--- src/rtl/dss_pkg.sv ---
`timescale 1ns/1ps
package dss_pkg;

  typedef enum logic [1:0] {
    PH_IDLE  = 2'd0,
    PH_INTEG = 2'd1,
    PH_DEINT = 2'd2
  } dss_phase_t;

  // strobes from control to datapath, at most one set per cycle
  typedef struct packed {
    logic clrCnt;
    logic incCnt;
    logic latchCnt;
    logic latchSat;
  } dss_strobe_t;

endpackage

--- src/rtl/dss_ctrl.sv ---
`timescale 1ns/1ps
module dss_ctrl
  import dss_pkg::*;
(
  input  logic        clk,
  input  logic        rst_n,
  input  logic        startReq,
  input  logic        cmpBelow,
  input  logic        cntAtIntEnd,
  input  logic        cntFull,
  output dss_strobe_t stb,
  output logic        selRef,
  output logic        cntEnable,
  output logic        busy
);

  dss_phase_t phase, phaseNext;

  always_ff @(posedge clk or negedge rst_n) begin
    if (!rst_n) phase <= PH_IDLE;
    else        phase <= phaseNext;
  end

  always_comb begin
    phaseNext = phase;
    stb       = '0;
    unique case (phase)
      PH_IDLE: begin
        if (startReq) begin
          stb.clrCnt = 1'b1;
          phaseNext  = PH_INTEG;
        end
      end
      PH_INTEG: begin
        // comparator deliberately not consulted in this phase
        if (cntAtIntEnd) begin
          stb.clrCnt = 1'b1;
          phaseNext  = PH_DEINT;
        end else begin
          stb.incCnt = 1'b1;
        end
      end
      PH_DEINT: begin
        if (!cmpBelow) begin
          stb.latchCnt = 1'b1;
          phaseNext    = PH_IDLE;
        end else if (cntFull) begin
          stb.latchSat = 1'b1;
          phaseNext    = PH_IDLE;
        end else begin
          stb.incCnt = 1'b1;
        end
      end
      default: phaseNext = PH_IDLE;
    endcase
  end

  assign selRef    = (phase == PH_DEINT);
  assign busy      = (phase != PH_IDLE);
  assign cntEnable = busy;

endmodule

--- src/rtl/dss_datapath.sv ---
`timescale 1ns/1ps
module dss_datapath
  import dss_pkg::*;
#(
  parameter int RES_BITS  = 8,
  parameter int INT_COUNT = 2 ** RES_BITS
) (
  input  logic                clk,
  input  logic                rst_n,
  input  dss_strobe_t         stb,
  output logic                cntAtIntEnd,
  output logic                cntFull,
  output logic [RES_BITS-1:0] resultCode,
  output logic                overRange,
  output logic                donePulse
);

  localparam int INT_W = (INT_COUNT > 1) ? $clog2(INT_COUNT) : 1;
  localparam int CNT_W = (INT_W > RES_BITS) ? INT_W : RES_BITS;
  localparam logic [CNT_W-1:0] INT_LAST = CNT_W'(INT_COUNT - 1);

  logic [CNT_W-1:0] cnt;

  always_ff @(posedge clk or negedge rst_n) begin
    if (!rst_n)          cnt <= '0;
    else if (stb.clrCnt) cnt <= '0;
    else if (stb.incCnt) cnt <= cnt + 1'b1;
  end

  assign cntAtIntEnd = (cnt == INT_LAST);
  assign cntFull     = (cnt[RES_BITS-1:0] == {RES_BITS{1'b1}});

  always_ff @(posedge clk or negedge rst_n) begin
    if (!rst_n) begin
      resultCode <= '0;
      overRange  <= 1'b0;
      donePulse  <= 1'b0;
    end else begin
      donePulse <= stb.latchCnt | stb.latchSat;
      if (stb.latchSat) begin
        resultCode <= {RES_BITS{1'b1}};
        overRange  <= 1'b1;
      end else if (stb.latchCnt) begin
        resultCode <= cnt[RES_BITS-1:0];
        overRange  <= 1'b0;
      end
    end
  end

endmodule

--- src/rtl/dual_slope_seq.sv ---
`timescale 1ns/1ps
module dual_slope_seq
  import dss_pkg::*;
#(
  parameter int RES_BITS  = 8,
  parameter int INT_COUNT = 2 ** RES_BITS
) (
  input  logic                clk,
  input  logic                rst_n,
  input  logic                startReq,
  input  logic                cmpBelow,
  output logic                selRef,
  output logic                cntEnable,
  output logic                busy,
  output logic [RES_BITS-1:0] resultCode,
  output logic                overRange,
  output logic                donePulse
);

  dss_strobe_t stb;
  logic        cntAtIntEnd;
  logic        cntFull;

  dss_ctrl u_ctrl (
    .clk         (clk),
    .rst_n       (rst_n),
    .startReq    (startReq),
    .cmpBelow    (cmpBelow),
    .cntAtIntEnd (cntAtIntEnd),
    .cntFull     (cntFull),
    .stb         (stb),
    .selRef      (selRef),
    .cntEnable   (cntEnable),
    .busy        (busy)
  );

  dss_datapath #(
    .RES_BITS  (RES_BITS),
    .INT_COUNT (INT_COUNT)
  ) u_dp (
    .clk         (clk),
    .rst_n       (rst_n),
    .stb         (stb),
    .cntAtIntEnd (cntAtIntEnd),
    .cntFull     (cntFull),
    .resultCode  (resultCode),
    .overRange   (overRange),
    .donePulse   (donePulse)
  );

endmodule

--- config.mk ---
export PLATFORM = sky130hd
export DESIGN_NAME = dual_slope_seq
export DESIGN_NICKNAME = d
export VERILOG_FILES = /design/src/rtl/dss_pkg.sv /design/src/rtl/dss_ctrl.sv /design/src/rtl/dss_datapath.sv /design/src/rtl/dual_slope_seq.sv
export SDC_FILE = /design/constraint.sdc
export NUM_CORES = 1
export LEC_CHECK = 0
export ABC_CLOCK_PERIOD_IN_PS = 5000
export BUFFER_PORTS_ARGS = -buffer_cell sky130_fd_sc_hd__buf_2
export CORE_MARGIN = 8
export CORE_UTILIZATION = 45
export CTS_BUF_LIST = sky130_fd_sc_hd__clkbuf_4
export DETAILED_ROUTE_END_ITERATION = 8
export PLACE_DENSITY = 0.66
export SETUP_SLACK_MARGIN = 0.1
export SLEW_MARGIN = 40
export SYNTH_ARGS = -nofsm -noshare
export SYNTH_HDL_FRONTEND = slang
export SYNTH_SLANG_ARGS = --single-unit
--- constraint.sdc ---
create_clock -name clk -period 5 [get_ports clk]
set_input_delay 0.75 -clock clk [delete_from_list [all_inputs] [get_ports clk]]
set_output_delay 0.75 -clock clk [all_outputs]
set_load 0.02 [all_outputs]
; Yosys cells after proc, flatten, opt, wreduce, memory -nomap -nowiden
; Cells that the tools add are included.
[op_classes]
reduce_logical = 5
add_sub_neg = 1
n_bitwise = 1
n_eq_ne = 6
mux = 20
[op_table]
columns = op, n
row1 = $mux W8, 4
row2 = $mux W2, 5
row3 = $add A8 B1 Y8 const B, 1
row4 = $eq A8 B8 Y1 const B, 1
row5 = $mux W1, 8
row6 = $pmux W2 S3, 1
row7 = $reduce_bool A2 Y1, 3
row8 = $ne A2 B2 Y1 const B, 2
row9 = $pmux W1 S2, 2
row10 = $ne A3 B2 Y1 const B, 1
row11 = $reduce_and A3 Y1, 1
row12 = $eq A2 B1 Y1 const B, 1
row13 = $eq A2 B2 Y1 const B, 1
row14 = $logic_not A2 Y1, 1
row15 = $or A1 B1 Y1, 1
[totals]
out_inout_bits = 13
ff_bits = 20
wordCells = 38

; Logic depth before layout (Yosys ltp)
[logic_depth]
word_depth = 6
depth_mapped = 6
mapped_depth_nobuf = 6

; By module
; A second synthesis with hierarchy kept.
[hier_totals]
hier_cells = 99
hier_area_um2 = 1056.0
[by_module_without_submodules]
columns = mod, cells_per_inst, n_inst, area_per_inst_um2
row1 = dss_datapath, 74, 1, 819.5
row2 = dss_ctrl, 25, 1, 236.5

; Least setup slack after synthesis
; OpenSTA, ideal clock, no wires.
[synth_timing]
kind = register to output
start = register u_ctrl.phase[0]
end = output port cntEnable
required_time_ns = 4.250
setup_slack_ns = 3.259
stages_incl_launch_ff = 5
arrival_time_ns = 0.991
cell_sequence = dfrtp_1 > inv_1 > ha_1 > inv_1 > buf_4
[synth_via]
elab_chain_len = 1
[synth_lines]
columns = item, line
row1 = "start, declared", dss_ctrl.sv:17  ; dss_phase_t phase, phaseNext;
row2 = "start signal, assigned", dss_ctrl.sv:21  ; else phase <= phaseNext;
row3 = $reduce_bool A2 Y1, dss_ctrl.sv:59  ; assign busy = (phase != PH_IDLE);
row4 = "end, declared", dual_slope_seq.sv:13  ; output logic cntEnable,
; Every way passes these cells.

; Worst setup path in the final report
[layout_timing]
start = register u_ctrl.phase[0]
end = output port selRef
[layout_via]
elab_chain_len = 1
[layout_lines]
columns = item, line
row1 = $eq A2 B2 Y1, dss_ctrl.sv:58  ; assign selRef = (phase == PH_DEINT);
row2 = "end, declared", dual_slope_seq.sv:12  ; output logic selRef,
; Every way passes these cells.

==> results by group <==
Status
  • Status: completed

Floorplan
  • Row cnt: 17
  • Initial core utilization: between 40% and 50%
  • # IOs: 17
  • Die Wd: around 63 um
  • Core Region: 2130 um^2
  • Die ar.: approximately 3900 um^2
  • Die Ht: roughly 63 um

Yosys
  • Adder-Cell Fraction of Synth Area: 7.68%
  • Post-synthesis mux area share: 5.51%
  • Unique cell type count in the Yosys netlist: 29
  • Yosys warns: 0
  • Largest family of logic cells by synthesized area: compound AO/OA/AOI/OAI gates
  • Synthesized flop and latch total: 20
  • Gate Count Post-Synth: 83
  • Post-Synth XOR/XNOR Area: under 10%
  • Top cells by area, synth: dfrtp_1, ha_1, o22a_1, nor2_1, xor2_1
  • Primary FF master, synth: dfrtp_1
  • Leading area contributor after synthesis: dfrtp_1
  • Compound-Gate Fraction of Synth Area: about 17%
  • Syn_nets: slightly above 90
  • Post-synth ARST share: 100%
  • Sequential-to-total area share from yosys stat: 51.2%
  • Synthesized area: around 980 um^2
  • Post-synth EDFFs: 0
  • Simple-gate share of the synthesized area: 12.2%
  • Yosys top cell area share: about half
  • Mean Syn Cell Area: about 12 um^2

Global route
  • GRT Util Overall: about a tenth
  • Pin count of the biggest net entering global routing: 21
  • GR Overflow Total: 0
  • First-pass GRT wire length: 3210 um
  • Vias in the first global route: between 700 and 800
  • Initial antenna violation count: 0

Placed design
  • HPWL Detailed: between 1000 and 1500 um
  • Port bufs: 16
  • Pre-CTS WS: about 3.2 ns
  • Gp weighted congestion: between 0.7 and 0.8

STA
  • Setup TNS Final: 0 ns
  • Slew Limit Fails: 0
  • Slew HR: between 70% and 80%
  • Clock skew: 0.00139 ns
  • Peak Freq: 0.491 GHz
  • Final Hold Violating Endpoints: 0
  • Fin crit share: a little over 40%
  • Post-layout min period: 2.04 ns
  • Least-Margin Pin Slew: 0.425 ns
  • PnR worst setup slack: slightly below 3 ns
  • Final setup fails: 0
  • RSZ-0062 raised after global routing: no

Clock tree
  • CTS tree: yes
  • CTS Buf Count: 3
  • Clk_lat worst skew: ~0.30 ns
  • Resized cells post-CTS: 0
  • Clock root buffer: clkbuf_4
  • H-tree levels: 1
  • Number of setup buffers added after CTS: 0
  • Hold buffers post-CTS: 0
  • Clk buf depth: 2
  • Worst-path clk slew: around 0.12 ns
  • Clock Sinks: 20

Detailed routing
  • TritonRoute pass-1 iters: 4
  • DR iter-0 viols: 11
  • Drt total wl: 1790 um
  • Vias: about 700
  • Drt drc: 0
  • DR vias/cell: 5.35
  • Routed wire per std cell: approximately 14 um
  • DRT antenna net count: 0

Power
  • Cell Pwr Density: a little under 600 nW/um^2
  • Pleak: approximately 0.00056 uW
  • Peak supply drop: about 0.28 mV

Cells and area
  • Nets: between 100 and 150
  • N_diodes: 0
  • Synthesis-to-finish area growth: 14.9%
  • Final core occ: 52.8%
  • Share of cells above drive strength 1: 29.0%

Setup path
  • CP Class: register to primary output
  • WP data required: between 4 and 5 ns
  • Setup crit start kind: register
  • Crit path DAT: between 1 and 1.5 ns
  • Worst Path Max Fanout: 5
  • Worst setup EP type: primary output

Min path
  • Hold Path Class: primary input to async pin

Job
  • MaxCap Viol Count: 0
path summary, 6_finish.rpt:
path / from / endpoint / slack, ns / depth (start not counted)
max: u_ctrl.phase[0] / selRef / 2.96 / 3
min: rst_n / u_dp.resultCode[3] / 0.37 / 1
max reg2reg: u_ctrl.phase[0] / u_dp.cnt[5] / 3.16 / 6
min reg2reg: u_dp.resultCode[3] / u_dp.resultCode[3] / 0.50 / 1
max in group asynchronous: rst_n / u_dp.cnt[1] / 4.34 / 1
min in group clk: u_dp.resultCode[3] / u_dp.resultCode[3] / 0.50 / 1
metrics by stage:
step,hold WS (ns),total power (uW),instance area [um^2],std cells
CTS,0.374,657,1120,128
detailed placement,0.480,524,1070,124
global route,0.384,699,1120,128
floorplan,0.454,452,977,83
global placement,0.473,519,1070,124
finish,0.367,651,1120,128
cells by family after synthesis:
logic type                 Yosys count
muxes                                5
AOI/OAI and AO/OA                   22
adders and majority gates            6
buffers and inverters                7
DFF                                 20
xor gates and xnor gates             3
and+or+nand+nor                     20
Yosys cell counts, types with 2 or more instances:
cell type,number
inv_1,4
mux2_2,2
o21ai_0,4
nor2_1,7
and2_1,2
o21ai_1,2
dfrtp_1,20
a21oi_1,4
or3_1,3
o22a_1,6
nand2b_1,2
mux2i_1,2
o211ai_2,2
xor2_1,3
ha_1,6
critical path, cell delays in order (launching register included):
cell and delay (ns):
dfrtp_1 0.43, inv_1 0.12, ha_1 0.24, buf_2 0.20
placed cells by master, fill, tap and decap left out:
cell / count
a21oi_1: 4
bufinv_16: 1
o21ai_1: 2
o22a_1: 6
o2111ai_1: 1
nand2_1: 1
o211ai_2: 2
and2_1: 2
nand3_1: 1
nand3_2: 1
o21ai_0: 4
and4_1: 1
clkbuf_4: 3
or3_1: 3
buf_2: 16
ha_1: 6
nor2_1: 7
a21o_2: 1
a22o_2: 1
nand4_2: 1
nand4b_1: 1
nand2b_1: 2
xor2_1: 3
inv_1: 4
mux2i_1: 2
dfrtp_1: 20
mux2_1: 1
o22a_2: 1
mux2_2: 2
report_power, final:
part	total, uW	switching, uW	internal, uW	leakage [uW]
Sequential	241	31.6	209	0.000259
Clock	132	50.9	81.0	0.0000279
Combinational	278	164	114	0.000277
final cells by class:
| type | count | area, um^2 |
|---|---|---|
| clock inverter | 1 | 30.0 |
| multi-input combinational | 56 | 439 |
| sequential | 20 | 500 |
| inverter | 4 | 15.0 |
| timing repair buffer | 16 | 80.1 |
| fill | 188 | 1000 |
| tap | 28 | 35.0 |
| clock buffer | 3 | 22.5 |
sequential cells by signal, summed over array words and instances, names as in the netlist:
register	flops
u_ctrl.phase	2
u_dp.overRange	1
u_dp.cnt	8
u_dp.donePulse	1
u_dp.resultCode	8
per-layer routing:
layer | global-route usage (%) | share of wire (%) | vias up
li1 | - | - | 333
met1 | 11.5 | 45 | 335
met2 | 15.4 | 49 | 15
met3 | 3.41 | 5.4 | 2
met4 | 4.84 | 0.78 | 0
met5 | 0 | 0 | -
No activity file was read; power rests on OpenSTA's default activity.
